$ cat src/rtl/adport_pkg.sv
package adport_pkg;

    typedef enum logic [1:0] {
        SRC_NONE = 2'd0,
        SRC_ADDR = 2'd1,
        SRC_DATA = 2'd2,
        SRC_READ = 2'd3
    } src_e;

    localparam logic [1:0] MIF_NONPAGE = 2'b00;
    localparam logic [1:0] MIF_PAGE1   = 2'b01;
    localparam logic [1:0] MIF_PAGE2   = 2'b10;

endpackage

$ cat src/rtl/adport_srcsel.sv
module adport_srcsel
    import adport_pkg::*;
#(
    parameter int W = 8
) (
    input  logic         bus_en,
    input  logic [1:0]   mif_mode,
    input  logic         ale,
    input  logic         wr_dir,
    input  logic [W-1:0] addr_lo,
    input  logic [W-1:0] wr_data,
    output src_e         src,
    output logic         drv_req,
    output logic [W-1:0] drv_val
);

    always_comb begin
        src = SRC_NONE;
        if (bus_en) begin
            unique case (mif_mode)
                MIF_PAGE2: src = SRC_ADDR;
                MIF_PAGE1: src = wr_dir ? SRC_DATA : SRC_READ;
                default:   src = ale ? SRC_ADDR : (wr_dir ? SRC_DATA : SRC_READ);
            endcase
        end
        drv_req = (src == SRC_ADDR) || (src == SRC_DATA);
        drv_val = (src == SRC_ADDR) ? addr_lo : wr_data;
    end

endmodule

$ cat src/rtl/adport_hard_timer.sv
module adport_hard_timer
    import adport_pkg::*;
#(
    parameter int W        = 8,
    parameter int HARD_CYC = 2
) (
    input  logic         clk,
    input  logic         rst_n,
    input  logic         drv_req,
    input  src_e         src,
    input  logic [W-1:0] drv_val,
    output logic         hard,
    output logic [W-1:0] hold_val
);

    localparam int CW = $clog2(HARD_CYC + 1);

    typedef struct packed {
        logic [CW-1:0] cnt;
        logic [W-1:0]  val;
        src_e          src;
        logic          drv;
    } tmr_t;

    tmr_t tmr_d, tmr_q;
    logic restart;

    always_comb begin
        tmr_d    = tmr_q;
        restart  = drv_req && (!tmr_q.drv || drv_val != tmr_q.val || src != tmr_q.src);
        hard     = drv_req && (restart || tmr_q.cnt != '0);
        hold_val = drv_req ? drv_val : tmr_q.val;
        tmr_d.drv = drv_req;
        if (drv_req) begin
            tmr_d.val = drv_val;
            tmr_d.src = src;
        end
        if (!drv_req)
            tmr_d.cnt = '0;
        else if (restart)
            tmr_d.cnt = CW'(HARD_CYC - 1);
        else if (tmr_q.cnt != '0)
            tmr_d.cnt = tmr_q.cnt - 1'b1;
    end

    always_ff @(posedge clk or negedge rst_n) begin
        if (!rst_n)
            tmr_q <= '{cnt: '0, val: '0, src: SRC_NONE, drv: 1'b0};
        else
            tmr_q <= tmr_d;
    end


    hard_needs_drive_chk: assert property (@(posedge clk) disable iff (!rst_n)
        !drv_req |-> !hard);


    hard_window_stable_chk: assert property (@(posedge clk) disable iff (!rst_n)
        (hard && !restart) |-> ($stable(drv_val) && $past(drv_req)));


    hard_after_change_chk: assert property (@(posedge clk) disable iff (!rst_n)
        (drv_req && $past(drv_req) && drv_val != $past(drv_val)) |-> hard);

endmodule

$ cat src/rtl/adport_rdcap.sv
module adport_rdcap #(
    parameter int W = 8
) (
    input  logic         clk,
    input  logic         rst_n,
    input  logic         rd_act,
    input  logic [W-1:0] pad_in,
    output logic [W-1:0] rd_data,
    output logic         rd_valid
);

    typedef struct packed {
        logic [W-1:0] data;
        logic         valid;
        logic         act;
    } cap_t;

    cap_t cap_d, cap_q;

    always_comb begin
        cap_d       = cap_q;
        cap_d.act   = rd_act;
        cap_d.valid = cap_q.act && !rd_act;
        if (rd_act)
            cap_d.data = pad_in;
    end

    always_ff @(posedge clk or negedge rst_n) begin
        if (!rst_n)
            cap_q <= '0;
        else
            cap_q <= cap_d;
    end

    assign rd_data  = cap_q.data;
    assign rd_valid = cap_q.valid;


    rd_strobe_origin_chk: assert property (@(posedge clk) disable iff (!rst_n)
        rd_valid |-> (!$past(rd_act) && $past(rd_act, 2)));


    rd_strobe_single_chk: assert property (@(posedge clk) disable iff (!rst_n)
        rd_valid |=> !rd_valid);

endmodule

$ cat src/rtl/adport_seq.sv
module adport_seq
    import adport_pkg::*;
#(
    parameter int W        = 8,
    parameter int HARD_CYC = 2
) (
    input  logic         clk,
    input  logic         rst_n,
    input  logic         bus_en,
    input  logic [1:0]   mif_mode,
    input  logic         ale,
    input  logic         wr_dir,
    input  logic [W-1:0] addr_lo,
    input  logic [W-1:0] wr_data,
    input  logic [W-1:0] gp_latch,
    input  logic [W-1:0] pad_in,
    output logic [W-1:0] pad_out,
    output logic [W-1:0] pad_oe,
    output logic         keep_en,
    output logic [W-1:0] rd_data,
    output logic         rd_valid
);

    src_e         src;
    logic         drv_req;
    logic [W-1:0] drv_val;
    logic         hard;
    logic [W-1:0] hold_val;
    logic         rd_act;

    adport_srcsel #(.W(W)) srcsel_i (
        .bus_en   (bus_en),
        .mif_mode (mif_mode),
        .ale      (ale),
        .wr_dir   (wr_dir),
        .addr_lo  (addr_lo),
        .wr_data  (wr_data),
        .src      (src),
        .drv_req  (drv_req),
        .drv_val  (drv_val)
    );

    adport_hard_timer #(.W(W), .HARD_CYC(HARD_CYC)) timer_i (
        .clk      (clk),
        .rst_n    (rst_n),
        .drv_req  (drv_req),
        .src      (src),
        .drv_val  (drv_val),
        .hard     (hard),
        .hold_val (hold_val)
    );

    assign rd_act = bus_en && (src == SRC_READ);

    adport_rdcap #(.W(W)) rdcap_i (
        .clk      (clk),
        .rst_n    (rst_n),
        .rd_act   (rd_act),
        .pad_in   (pad_in),
        .rd_data  (rd_data),
        .rd_valid (rd_valid)
    );

    always_comb begin
        if (bus_en) begin
            pad_out = hold_val;
            pad_oe  = {W{hard}};
            keep_en = !hard;
        end else begin
            pad_out = '0;
            pad_oe  = ~gp_latch;
            keep_en = 1'b0;
        end
    end


    gpio_release_chk: assert property (@(posedge clk) disable iff (!rst_n)
        !bus_en |-> (!keep_en && pad_out == '0 && pad_oe == ~gp_latch));


    page2_addr_chk: assert property (@(posedge clk) disable iff (!rst_n)
        (bus_en && mif_mode == MIF_PAGE2) |-> pad_out == addr_lo);


    keep_vs_drive_chk: assert property (@(posedge clk) disable iff (!rst_n)
        bus_en |-> ((keep_en && pad_oe == '0) || (!keep_en && pad_oe == '1)));


    read_release_chk: assert property (@(posedge clk) disable iff (!rst_n)
        rd_act |-> (pad_oe == '0 && keep_en));

endmodule

$ cat config.mk
export PLATFORM = sky130hd
export DESIGN_NAME = adport_seq
export DESIGN_NICKNAME = d
export VERILOG_FILES = /design/src/rtl/adport_pkg.sv /design/src/rtl/adport_srcsel.sv /design/src/rtl/adport_hard_timer.sv /design/src/rtl/adport_rdcap.sv /design/src/rtl/adport_seq.sv
export SDC_FILE = /design/constraint.sdc
export NUM_CORES = 1
export LEC_CHECK = 0
export BUFFER_PORTS_ARGS = -buffer_cell sky130_fd_sc_hd__buf_2
export CAP_MARGIN = 20
export CORE_MARGIN = 5
export CORE_UTILIZATION = 30
export CTS_CLUSTER_DIAMETER = 100
export DETAILED_ROUTE_END_ITERATION = 12
export SYNTH_ARGS = -nofsm -noshare
export SYNTH_HDL_FRONTEND = slang
export SYNTH_SLANG_ARGS = --single-unit
$ cat constraint.sdc
create_clock -name clk -period 5.9 [get_ports clk]
set_input_delay 1.475 -clock clk [delete_from_list [all_inputs] [get_ports clk]]
set_output_delay 1.475 -clock clk [all_outputs]
set_load 0.01 [all_outputs]
==> metrics.log, run 1 <==
INFO  metric cts_buf_count = 3
INFO  metric grt_setup_unrepaired = false
INFO  metric final_min_period_over_clock_period = 95.7%
INFO  metric synth_adder_area_share = about 4.5%
INFO  metric ctsHtreeMaxLevel = 1
INFO  metric routed_via_density = 4.65
INFO  metric detailed_place_hpwl = about 2.5 mm
INFO  metric outcome = completed
INFO  metric synthesized_area_divided_by_synthesized_cell_count = around 10 µm²
INFO  metric num-nets-final = ~240
INFO  metric max_clock_freq = roughly 180 MHz
INFO  metric routabilityCongestion = 0.744
INFO  metric detail_route.drc_violations = 0
INFO  metric crit_path_leading_delay_family = simple AND/OR/NAND/NOR gates
INFO  metric reg2reg_from = timer_i.tmr_q[8]
INFO  metric antenna_found_initial = 0
INFO  metric cp.arrival = between 4000 and 5000 ps
INFO  metric start_util = 31.4%
INFO  metric timing.final.hold_violations = 0
INFO  metric portBuffers = 64
INFO  metric post_synth_xor_area_fraction = between 6 and 7%
INFO  metric cts.sinks = 23
INFO  metric areaGrowthSynthToFinish = 26.6%
INFO  metric routed_wire_length_per_instance = around 12 µm
INFO  metric timing.clock.skew = about 0.63 ps
INFO  metric finalHoldWorstSlack = ~460 ps
INFO  metric cts-hold-fix-buffers = 0
INFO  metric syn-cell-area = 0.00139 mm²
INFO  metric r2r_slack = 4480 ps
INFO  metric ys_seq_area_share = 41.5%
INFO  metric pwr_density_cell = 295 mW/mm²
INFO  metric ys_types = 32
INFO  metric dpl-instance-area = about 0.0017 mm²
INFO  metric crit_path_max_fanout = 9
INFO  metric grt_first_pass_wirelength = 5.15 mm
INFO  metric asyncSetResetFlopFracSynth = between 90% and 100%
INFO  metric tightestPinTransition = just over 500 ps
INFO  metric gr-total-overflow = 0
INFO  metric layout_min_cycle_time = between 5000 and 6000 ps
INFO  metric dieWidth = around 78 µm
INFO  metric synth_top_family_by_area = multiplexers
INFO  metric post_synth_mux_area_share = approximately 16%
INFO  metric synthFlopType = sky130_fd_sc_hd__dfrtp_1
INFO  metric clock-root-buffer = sky130_fd_sc_hd__clkbuf_8
INFO  metric critical_path_buf_inv_count = 4
INFO  metric cts.reportedPaths.clkPinSlew = 80 ps
INFO  metric slew-limit-headroom = 66.5%
INFO  metric die_area = slightly above 0.006 mm²
INFO  metric num_rows = 24
INFO  metric worst_r2r_path_cells = 4
INFO  metric layout.cells.most_common = sky130_fd_sc_hd__buf_2
INFO  metric postRouteWirelength = around 3.0 mm
INFO  metric drtAntennaViolNets = 0
INFO  metric syn_nets = around 180
INFO  metric cp_cell_sequence = buf_2 -> inv_1 -> ha_1 -> or2_2 -> nand3_1 -> ha_2 -> buf_4 -> mux2i_1 -> xnor2_1 -> nor3_1 -> and4_1 -> o22ai_1 -> buf_2
INFO  metric hold_path_startpoint = rdcap_i.cap_q[0]
INFO  metric min_delay_path_depth = 1
INFO  metric dr.pass1.iters = 4
INFO  metric irDropWorstVdd = just over 0.2 mV
INFO  metric timing.hold.worst_endpoint = rdcap_i.rd_valid
INFO  metric dpl_worst_slack = between 70 and 80 ps
INFO  metric worst_path_max_delay_cell = sky130_fd_sc_hd__and4_1
INFO  metric postSynthRegisterBits = 23
INFO  metric chipHeight = between 70 and 80 µm
INFO  metric synth_edf_count = 0
INFO  metric report.final.slew_viol_count = 0
INFO  metric critical_path.reg2reg.endpoint = timer_i.tmr_q[11]
INFO  metric clk_latency = 260 ps
INFO  metric leakage_power = about 0.00089 µW
INFO  metric number_of_diodes_added_for_antenna_fixing = 0
INFO  metric postLayoutCellArea = 0.00176 mm²
INFO  metric cts_tree = built
INFO  metric crit_path_frequent_cell = sky130_fd_sc_hd__buf_2
INFO  metric holdCritPathClass = flop to flop
INFO  metric drt_first_iter_violations = 23
INFO  metric worstPathRequired = around 4400 ps
INFO  metric cts-resized-gates = 0
INFO  metric max-cap-violations = 0
INFO  metric layout.cells.most_common_list = sky130_fd_sc_hd__buf_2, sky130_fd_sc_hd__dfrtp_1, sky130_fd_sc_hd__mux2_2, sky130_fd_sc_hd__inv_1, sky130_fd_sc_hd__and2_1
INFO  metric cpPeakStageDelay = roughly 410 ps
INFO  metric count_of_final_setup_violators = 0
INFO  metric post_cts_buffers = 0
INFO  metric dr_total_vias = roughly 1,100
INFO  metric max_buffers_root_to_sink = 2
INFO  metric synth-simple-area-share = a little over an eighth
INFO  metric grt_util_all_layers = under 10%
INFO  metric io_count = 65
INFO  metric timing_worst_setup_path_type = input pin to primary output
INFO  metric timing.critical_path.to_type = primary output
INFO  metric synth-compound-area-share = roughly 8.4%
INFO  metric final.setup.tns = 0 ps
INFO  metric synthCells = approximately 130
INFO  metric layout_setup_ws = between 200 and 300 ps
INFO  metric first_global_vias = between 1,000 and 1,500
INFO  metric worst_setup_path_start_kind = input pin
INFO  metric placeableCoreArea = roughly 0.0044 mm²
INFO  metric final_layout_size_suffix_gt1_share = around 47%
INFO  metric grt_start_max_net_pins = 24
INFO  metric yosysWarnings = 0
-- Yosys cell counts, drive strengths merged, types with 4 or more instances --
library cell	n	area share [%]
dfrtp	23	41
mux2	16	14
and2	9	4.1
nor2	5	1.4
a21oi	5	1.8
mux2i	4	2.9
ha	5	4.5
nand2	8	2.2
inv	9	2.4
buf	11	6.2
xor2	5	3.2
o22ai	8	3.6
xnor2	5	3.2
-- registers in the layout (all words and copies together) (netlist names) --
name / count
timer_i.tmr_q: 13
rdcap_i.rd_data: 8
rdcap_i.cap_q: 1
rdcap_i.rd_valid: 1
-- worst max-delay path by stage --
stage,startpoint,to,slack [ps],cells after the start
detailed placement,mif_mode[0],pad_oe[3],80,13
floorplan,mif_mode[0],keep_en,550,12
global route,mif_mode[0],pad_oe[1],60,13
CTS,mif_mode[0],pad_oe[3],70,13
global placement,mif_mode[0],pad_oe[5],120,12
finish,mif_mode[0],pad_oe[3],260,13
-- kinds of logic after synthesis --
| logic type | count (synthesis) |
|---|---|
| simple gates | 34 |
| flops | 23 |
| buf+inv | 22 |
| mux | 20 |
| compound gates | 19 |
| xor+xnor | 10 |
| fa+ha+maj | 5 |
-- through the flow --
step / power (µW) / utilization [%] / std cells
global route: 563 / 39.8 / 244
CTS: 528 / 39.7 / 244
floorplan: 380 / - / 133
global placement: 428 / 38.7 / 240
finish: 519 / 39.8 / 244
detailed placement: 431 / 38.7 / 240
-- report_power, final --
group	switching (µW)	total [µW]	internal [µW]	leakage [µW]
clock network	46.2	94.3	48.1	0.0000228
registers	22.5	222	200	0.000281
logic	100	202	102	0.000586
total	169	519	350	0.000890
-- layer usage --
| layer | vias to the layer above | track usage [%] | share of wire [%] |
|---|---|---|---|
| met5 | - | 0 | 0 |
| met4 | 0 | 0 | 0 |
| met3 | 0 | 4.92 | 14 |
| met2 | 53 | 16.5 | 44 |
| met1 | 516 | 12.4 | 41 |
| li1 | 565 | - | - |
-- layout make-up --
type | instances | area (µm²)
Fill cell | 445 | 2660
Multi-Input combinational cell | 88 | 687
Sequential cell | 23 | 576
Timing Repair Buffer | 68 | 350
Tap cell | 52 | 65.1
Clock buffer | 4 | 45.0
Inverter | 9 | 33.8
No activity file was read; power rests on OpenSTA's default activity.
==> inputs of run 2 (changes only) <==
- GPL_TIMING_DRIVEN: unset -> 0
==> metrics.log, run 2 (same netlist as run 1, synthesis figures left out) <==
INFO  metric detail_route.drc_violations = 0 (unchanged)
INFO  metric timing.final.hold_violations = 0 (unchanged)
INFO  metric report.final.slew_viol_count = 0 (unchanged)
INFO  metric num-nets-final = 246 (was 237)
INFO  metric leakage_power = 0.000929 µW (was 0.000890 µW)
INFO  metric dieWidth = 78.0 µm (unchanged)
INFO  metric final_min_period_over_clock_period = 96.5% (was 95.7%)
INFO  metric final.setup.tns = 0 ps (unchanged)
INFO  metric post_cts_buffers = 0 (unchanged)
INFO  metric cts_tree = built (unchanged)
INFO  metric net_sw_share = 32.7% (was 32.6%)
INFO  metric slew-limit-headroom = 64.1% (was 66.5%)
INFO  metric cts.reportedPaths.clkPinSlew = 80 ps (about the same)
INFO  metric finalCoreUtilization = 41.4% (was 39.8%)
INFO  metric layout.area.seq = 576 µm² (unchanged)
INFO  metric internal_power = 370 µW (was 350 µW)
INFO  metric count_of_final_setup_violators = 0 (unchanged)
INFO  metric total_power = 550 µW (was 519 µW)
INFO  metric outcome = completed (unchanged)
INFO  metric flip_flop_count_of_the_largest_register_after_layout = 13 (unchanged)
INFO  metric crit_path_max_fanout = 9 (unchanged)
INFO  metric worstPathRequired = 4430 ps (about the same)
INFO  metric grt_setup_unrepaired = false (unchanged)
INFO  metric timing_worst_setup_path_type = input pin to primary output (unchanged)
INFO  metric placeableCoreArea = 0.00441 mm² (unchanged)
INFO  metric layout.cells.most_common = sky130_fd_sc_hd__buf_2 (unchanged)
INFO  metric irDropWorstVdd = 0.185 mV (was 0.204 mV)
INFO  metric routed_wire_length_per_instance = 12.9 µm (was 12.4 µm)
INFO  metric die_area = 0.00609 mm² (unchanged)
INFO  metric number_of_diodes_added_for_antenna_fixing = 0 (unchanged)
INFO  metric max_clock_freq = 176 MHz (was 177 MHz)
INFO  metric regMostFlops = timer_i.tmr_q (unchanged)
INFO  metric multi_input_area = 692 µm² (was 687 µm²)
INFO  metric dr_total_vias = 1,155 (was 1,134)
INFO  metric max_buffers_root_to_sink = 2 (unchanged)
INFO  metric ctsHtreeMaxLevel = 1 (unchanged)
INFO  metric num_rows = 24 (unchanged)
INFO  metric p_switching = 180 µW (was 169 µW)
INFO  metric first_global_vias = 1,134 (was 1,163)
INFO  metric cts-resized-gates = 0 (unchanged)
INFO  metric drt_first_iter_violations = 36 (was 23)
INFO  metric clk_latency = 260 ps (about the same)
INFO  metric postRouteWirelength = 3.26 mm (was 3.03 mm)
INFO  metric cts.sinks = 23 (unchanged)
INFO  metric tightestPinTransition = 539 ps (was 503 ps)
INFO  metric share_clk_of_total_power = 17.9% (was 18.2%)
INFO  metric final_layout_size_suffix_gt1_share = 47.8% (was 46.9%)
INFO  metric portBuffers = 64 (unchanged)
INFO  metric nFillCells = 446 (was 445)
INFO  metric clock-root-buffer = sky130_fd_sc_hd__clkbuf_8 (unchanged)
INFO  metric gr-total-overflow = 0 (unchanged)
INFO  metric holdCritPathClass = flop to flop (unchanged)
INFO  metric drtAntennaViolNets = 0 (unchanged)
INFO  metric routed_via_density = 4.57 (was 4.65)
INFO  metric start_util = 31.4% (unchanged)
INFO  metric layout_min_cycle_time = 5690 ps (was 5640 ps)
INFO  metric share_seq_of_total_power = 40.7% (was 42.8%)
INFO  metric detailed_place_hpwl = 2.57 mm (was 2.46 mm)
INFO  metric max-cap-violations = 0 (unchanged)
INFO  metric cts_buf_count = 3 (unchanged)
INFO  metric grt_util_all_layers = 10.3% (was 9.91%)
INFO  metric pwr_density_cell = 301 mW/mm² (was 295 mW/mm²)
INFO  metric cts-hold-fix-buffers = 0 (unchanged)
INFO  metric layout.cells.most_common_list = sky130_fd_sc_hd__buf_2, sky130_fd_sc_hd__dfrtp_1, sky130_fd_sc_hd__mux2_2, sky130_fd_sc_hd__inv_1, sky130_fd_sc_hd__and2_1 (unchanged)
INFO  metric worst_setup_path_start_kind = input pin (unchanged)
INFO  metric timing.clock.skew = 5.15 ps (was 0.635 ps)
INFO  metric cp.arrival = 4220 ps (was 4170 ps)
INFO  metric timing.critical_path.to_type = primary output (unchanged)
INFO  metric chipHeight = 78.0 µm (unchanged)
INFO  metric routabilityCongestion = 0.785 (was 0.744)
INFO  metric antenna_found_initial = 0 (unchanged)
INFO  metric comb_power_share = 41.4% (was 39.0%)
INFO  metric grt_first_pass_wirelength = 5.28 mm (was 5.15 mm)
INFO  metric grt_start_max_net_pins = 24 (unchanged)
INFO  metric areaGrowthSynthToFinish = 31.6% (was 26.6%)
INFO  metric dr.pass1.iters = 4 (unchanged)
INFO  metric io_count = 65 (unchanged)
run 2: final cells by class:
type	count	share of cell area, %
buffer	13	5.14
clock buffer	4	2.47
inverter	9	1.85
multi-input combinational	88	37.9
sequential	23	31.5
tap	52	3.56
timing repair buffer	64	17.5
run 2: worst max-delay path, stage by stage:
cell	delay (ps)
sky130_fd_sc_hd__buf_2	90
sky130_fd_sc_hd__inv_1	40
sky130_fd_sc_hd__ha_1	330
sky130_fd_sc_hd__o311ai_2	360
sky130_fd_sc_hd__inv_1	110
sky130_fd_sc_hd__ha_1	220
sky130_fd_sc_hd__buf_6	150
sky130_fd_sc_hd__mux2_4	310
sky130_fd_sc_hd__xor2_1	150
sky130_fd_sc_hd__nor4_2	350
sky130_fd_sc_hd__and4_1	260
sky130_fd_sc_hd__buf_6	130
sky130_fd_sc_hd__o22ai_1	80
sky130_fd_sc_hd__buf_2	160
run 2: power by group through the flow:
stage	clock network, µW	registers (µW)	logic, µW
2_1_floorplan	0	221	159
3_3_place_gp	0	225	228
3_5_place_dp	0	227	231
4_1_cts	104	225	232
5_1_grt	110	230	254
6_report	98.6	224	228
run 2: path summary, 6_finish.rpt:
path,cells after the start,slack (ps),start,to
setup / recovery,14,210,mif_mode[0],pad_oe[7]
hold / removal,1,450,rdcap_i.cap_q[0],rdcap_i.rd_valid
setup reg to reg,4,4460,timer_i.tmr_q[8],timer_i.tmr_q[11]
hold reg to reg,1,450,rdcap_i.cap_q[0],rdcap_i.rd_valid
max in group asynchronous,1,4350,rst_n,rdcap_i.rd_data[4]
min in group asynchronous,1,1180,rst_n,timer_i.tmr_q[6]
run 2: per-layer routing:
layer	share of wire, %	track usage (%)	vias up
li1	-	-	586
met1	45	13.7	516
met2	43	16.0	53
met3	12	4.58	0
met4	0	1.52	0
met5	0	0	-
run 2: through the flow:
step | std cells | cell area (µm²) | setup slack [ps] | hold slack [ps]
finish | 253 | 1830 | 209 | 447
global route | 253 | 1830 | 16.0 | 476
CTS | 253 | 1820 | 68.5 | 457
detailed placement | 249 | 1770 | 74.5 | 446
global placement | 249 | 1770 | 85.4 | 432
floorplan | 133 | 1390 | 547 | 428
==> inputs of run 3 (changes only) <==
- SYNTH_HIERARCHICAL: unset -> 1
==> metrics.log, run 3 <==
INFO  metric cpPeakStageDelay = 340 ps (was 360 ps)
INFO  metric syn-cell-area = 0.00150 mm² (was 0.00139 mm²)
INFO  metric synthFlopType = sky130_fd_sc_hd__dfrtp_1 (unchanged)
INFO  metric clk_latency = 260 ps (about the same)
INFO  metric portBuffers = 64 (unchanged)
INFO  metric dr.pass1.iters = 4 (unchanged)
INFO  metric drtAntennaViolNets = 0 (unchanged)
INFO  metric layout.cells.most_common_list = sky130_fd_sc_hd__buf_2, sky130_fd_sc_hd__dfrtp_1, sky130_fd_sc_hd__mux2_4, sky130_fd_sc_hd__buf_4, sky130_fd_sc_hd__mux2_2 (was sky130_fd_sc_hd__buf_2, sky130_fd_sc_hd__dfrtp_1, sky130_fd_sc_hd__mux2_2, sky130_fd_sc_hd__inv_1, sky130_fd_sc_hd__and2_1)
INFO  metric cts_buf_count = 3 (unchanged)
INFO  metric asyncSetResetFlopFracSynth = 100% (unchanged)
INFO  metric irDropWorstVdd = 0.123 mV (was 0.185 mV)
INFO  metric yosysWarnings = 6 (was 0)
INFO  metric final.setup.tns = 0 ps (unchanged)
INFO  metric max-cap-violations = 0 (unchanged)
INFO  metric synth_top_area_share = 38.5% (was 41.5%)
INFO  metric dr_total_vias = 1,071 (was 1,155)
INFO  metric synthTopCellsByArea = sky130_fd_sc_hd__dfrtp_1, sky130_fd_sc_hd__mux2_4, sky130_fd_sc_hd__mux2_2 (was sky130_fd_sc_hd__dfrtp_1, sky130_fd_sc_hd__mux2_2, sky130_fd_sc_hd__ha_1)
INFO  metric critical_path_buf_inv_count = 5 (was 6)
INFO  metric cts_tree = built (unchanged)
INFO  metric cts.reportedPaths.clkPinSlew = 80 ps (about the same)
INFO  metric number_of_diodes_added_for_antenna_fixing = 0 (unchanged)
INFO  metric finalHoldWorstSlack = 473 ps (was 447 ps)
INFO  metric count_of_final_setup_violators = 0 (unchanged)
INFO  metric report.final.slew_viol_count = 0 (unchanged)
INFO  metric share_clk_of_total_power = 16.9% (was 17.9%)
INFO  metric cp_cell_sequence = buf_2 -> inv_1 -> ha_4 -> nor2b_4 -> a221oi_4 -> ha_2 -> buf_8 -> mux2_4 -> xor2_1 -> nor4_4 -> a41oi_2 -> nor2b_4 -> buf_8 -> a21oi_2 -> buf_2 (was buf_2 -> inv_1 -> ha_1 -> o311ai_2 -> inv_1 -> ha_1 -> buf_6 -> mux2_4 -> xor2_1 -> nor4_2 -> and4_1 -> buf_6 -> o22ai_1 -> buf_2)
INFO  metric synth-compound-area-share = 8.20% (was 8.39%)
INFO  metric grt_util_all_layers = 9.41% (was 10.3%)
INFO  metric worst_r2r_path_cells = 5 (was 4)
INFO  metric clock-root-buffer = sky130_fd_sc_hd__clkbuf_8 (unchanged)
INFO  metric detailed_place_hpwl = 2.38 mm (was 2.57 mm)
INFO  metric yosysMostFrequentCell = sky130_fd_sc_hd__dfrtp_1 (unchanged)
INFO  metric share_seq_of_total_power = 38.7% (was 40.7%)
INFO  metric timing.clock.skew = 4.56 ps (was 5.15 ps)
INFO  metric gr-total-overflow = 0 (unchanged)
INFO  metric timing_worst_setup_path_type = input pin to primary output (unchanged)
INFO  metric num_rows = 25 (was 24)
INFO  metric min_delay_path_depth = 1 (unchanged)
INFO  metric timing.critical_path.to_type = primary output (unchanged)
INFO  metric timing.final.hold_violations = 0 (unchanged)
INFO  metric cts.sinks = 23 (unchanged)
INFO  metric total_power = 573 µW (was 550 µW)
INFO  metric detail_route.drc_violations = 0 (unchanged)
INFO  metric worst_path_max_delay_cell = sky130_fd_sc_hd__nor4_4 (was sky130_fd_sc_hd__o311ai_2)
INFO  metric synth_adder_area_share = 3.35% (was 4.51%)
INFO  metric areaGrowthSynthToFinish = 33.7% (was 31.6%)
INFO  metric io_count = 65 (unchanged)
INFO  metric flip_flop_count_of_the_largest_register_after_layout = 13 (unchanged)
INFO  metric grt_first_pass_wirelength = 4.86 mm (was 5.28 mm)
INFO  metric post_synth_xor_area_fraction = 6.44% (was 6.31%)
INFO  metric layout_min_cycle_time = 5680 ps (was 5690 ps)
INFO  metric num-nets-final = 232 (was 246)
INFO  metric ys_seq_area_share = 38.5% (was 41.5%)
INFO  metric cp.arrival = 4210 ps (was 4220 ps)
INFO  metric p_switching = 181 µW (was 180 µW)
INFO  metric ys_types = 27 (was 32)
INFO  metric crit_path_max_fanout = 9 (unchanged)
INFO  metric outcome = completed (unchanged)
INFO  metric regMostFlops = timer_i/tmr_q (was timer_i.tmr_q)
INFO  metric library_cell_with_the_largest_summed_area_after_synthesis = sky130_fd_sc_hd__dfrtp_1 (unchanged)
INFO  metric start_util = 31.2% (was 31.4%)
INFO  metric grt_start_max_net_pins = 24 (unchanged)
INFO  metric worstSetupPathDepth = 15 (was 14)
INFO  metric pwr_density_cell = 287 mW/mm² (was 301 mW/mm²)
INFO  metric internal_power = 392 µW (was 370 µW)
INFO  metric final_layout_size_suffix_gt1_share = 67.0% (was 47.8%)
INFO  metric max_clock_freq = 176 MHz (about the same)
INFO  metric cts-hold-fix-buffers = 0 (unchanged)
INFO  metric first_global_vias = 1,069 (was 1,134)
INFO  metric routabilityCongestion = 0.714 (was 0.785)
INFO  metric finalCoreUtilization = 41.8% (was 41.4%)
INFO  metric synthesized_area_divided_by_synthesized_cell_count = 12.6 µm² (was 10.4 µm²)
INFO  metric ctsHtreeMaxLevel = 1 (unchanged)
INFO  metric net_sw_share = 31.5% (was 32.7%)
INFO  metric post_synth_mux_area_share = 23.6% (was 16.4%)
INFO  metric dieWidth = 80.6 µm (was 78.0 µm)
INFO  metric postRouteWirelength = 3.01 mm (was 3.26 mm)
INFO  metric yosys-top-cells-count = sky130_fd_sc_hd__dfrtp_1, sky130_fd_sc_hd__mux2_4, sky130_fd_sc_hd__mux2_2 (was sky130_fd_sc_hd__dfrtp_1, sky130_fd_sc_hd__mux2_2, sky130_fd_sc_hd__and2_1, sky130_fd_sc_hd__inv_1)
INFO  metric routed_wire_length_per_instance = 11.8 µm (was 12.9 µm)
INFO  metric placeableCoreArea = 0.00479 mm² (was 0.00441 mm²)
INFO  metric crit_path_leading_delay_family = buffers and inverters (unchanged)
INFO  metric synth_top_family_by_area = multiplexers (unchanged)
INFO  metric postLayoutCellArea = 0.00200 mm² (was 0.00183 mm²)
INFO  metric max_buffers_root_to_sink = 2 (unchanged)
INFO  metric final_min_period_over_clock_period = 96.3% (was 96.5%)
INFO  metric comb_power_share = 44.4% (was 41.4%)
INFO  metric slew-limit-headroom = 65.5% (was 64.1%)
INFO  metric worstPathRequired = 4430 ps (about the same)
INFO  metric layout.cells.most_common = sky130_fd_sc_hd__buf_2 (unchanged)
INFO  metric syn_nets = 162 (was 177)
INFO  metric chipHeight = 80.6 µm (was 78.0 µm)
INFO  metric die_area = 0.00650 mm² (was 0.00609 mm²)
INFO  metric tightestPinTransition = 518 ps (was 539 ps)
INFO  metric drt_first_iter_violations = 18 (was 36)
INFO  metric grt_setup_unrepaired = false (unchanged)
INFO  metric synth-simple-area-share = 10.6% (was 13.7%)
INFO  metric postSynthRegisterBits = 23 (unchanged)
INFO  metric synth_edf_count = 0 (unchanged)
INFO  metric synthCells = 119 (was 133)
INFO  metric dpl-instance-area = 0.00190 mm² (was 0.00177 mm²)
INFO  metric antenna_found_initial = 0 (unchanged)
INFO  metric routed_via_density = 4.20 (was 4.57)
INFO  metric holdCritPathClass = flop to flop (unchanged)
INFO  metric leakage_power = 0.00100 µW (was 0.000929 µW)
INFO  metric worst_setup_path_start_kind = input pin (unchanged)
run 3: power by group through the flow:
stage          clock (µW)  sequential, µW  combinational (µW)
3_3_place_gp            0             223                 247
3_5_place_dp            0             225                 248
6_report             96.8             222                 254
5_1_grt               107             228                 279
4_1_cts               102             222                 251
2_1_floorplan           0             221                 179
run 3: worst register-to-register path, stage by stage (launching register included):
cell                       delay [ps]
sky130_fd_sc_hd__dfrtp_1          360
sky130_fd_sc_hd__inv_1             50
sky130_fd_sc_hd__ha_1             270
sky130_fd_sc_hd__nor2b_1          130
sky130_fd_sc_hd__a211oi_1         200
sky130_fd_sc_hd__and4_1           210
run 3: final timing paths:
kind                                         from           endpoint  slack (ps)
worst min register to register   rdcap_i/cap_q[0]   rdcap_i/rd_valid         470
worst min-delay path             rdcap_i/cap_q[0]   rdcap_i/rd_valid         470
worst max register to register  timer_i/tmr_q[11]  timer_i/tmr_q[12]        4640
min in group asynchronous                   rst_n   timer_i/tmr_q[2]        1180
max in group asynchronous                   rst_n   timer_i/tmr_q[9]        4370
worst max-delay path                  mif_mode[0]          pad_oe[3]         220
run 3: area by class of cell:
class | count | area (µm²)
plain buffers | 13 | 114
clock buffers | 3 | 41.3
clock inverters | 1 | 5.00
fillers | 479 | 2790
inverters | 8 | 32.5
multi-input cells | 75 | 820
flip-flops and latches | 23 | 576
well taps | 67 | 83.8
repair buffers | 65 | 328
run 3: repair_timing:
action	4_1_cts	5_1_grt
pin swaps	0	4
buffers inserted	0	1
endpoints found under the setup margin	8	9
hold endpoints to repair	0	0
resized for setup	1	6
run 3: layer usage:
| layer | wire (µm) | vias up | share of wire (%) | GRT usage (%) |
|---|---|---|---|---|
| met5 | 0 | - | 0 | 0 |
| met4 | 8 | 0 | 0.27 | 1.52 |
| met3 | 218 | 2 | 7.3 | 2.58 |
| met2 | 1420 | 36 | 47 | 14.7 |
| met1 | 1360 | 498 | 45 | 13.1 |
| li1 | - | 535 | - | - |
run 3: stage by stage:
stage | setup slack (ps) | cells
2_1_floorplan | 483 | 119
3_3_place_gp | -10.0 | 250
3_5_place_dp | -13.9 | 250
4_1_cts | 47.1 | 254
5_1_grt | 19.1 | 255
6_report | 216 | 255
run 3: logic make-up (layout without fill, tap and decap cells):
group / count (synthesis) / count (layout)
compound gates: 14 / 14
xor+xnor: 11 / 11
fa+ha+maj: 4 / 4
buf+inv: 21 / 90
flops: 23 / 23
mux: 26 / 26
simple gates: 20 / 20
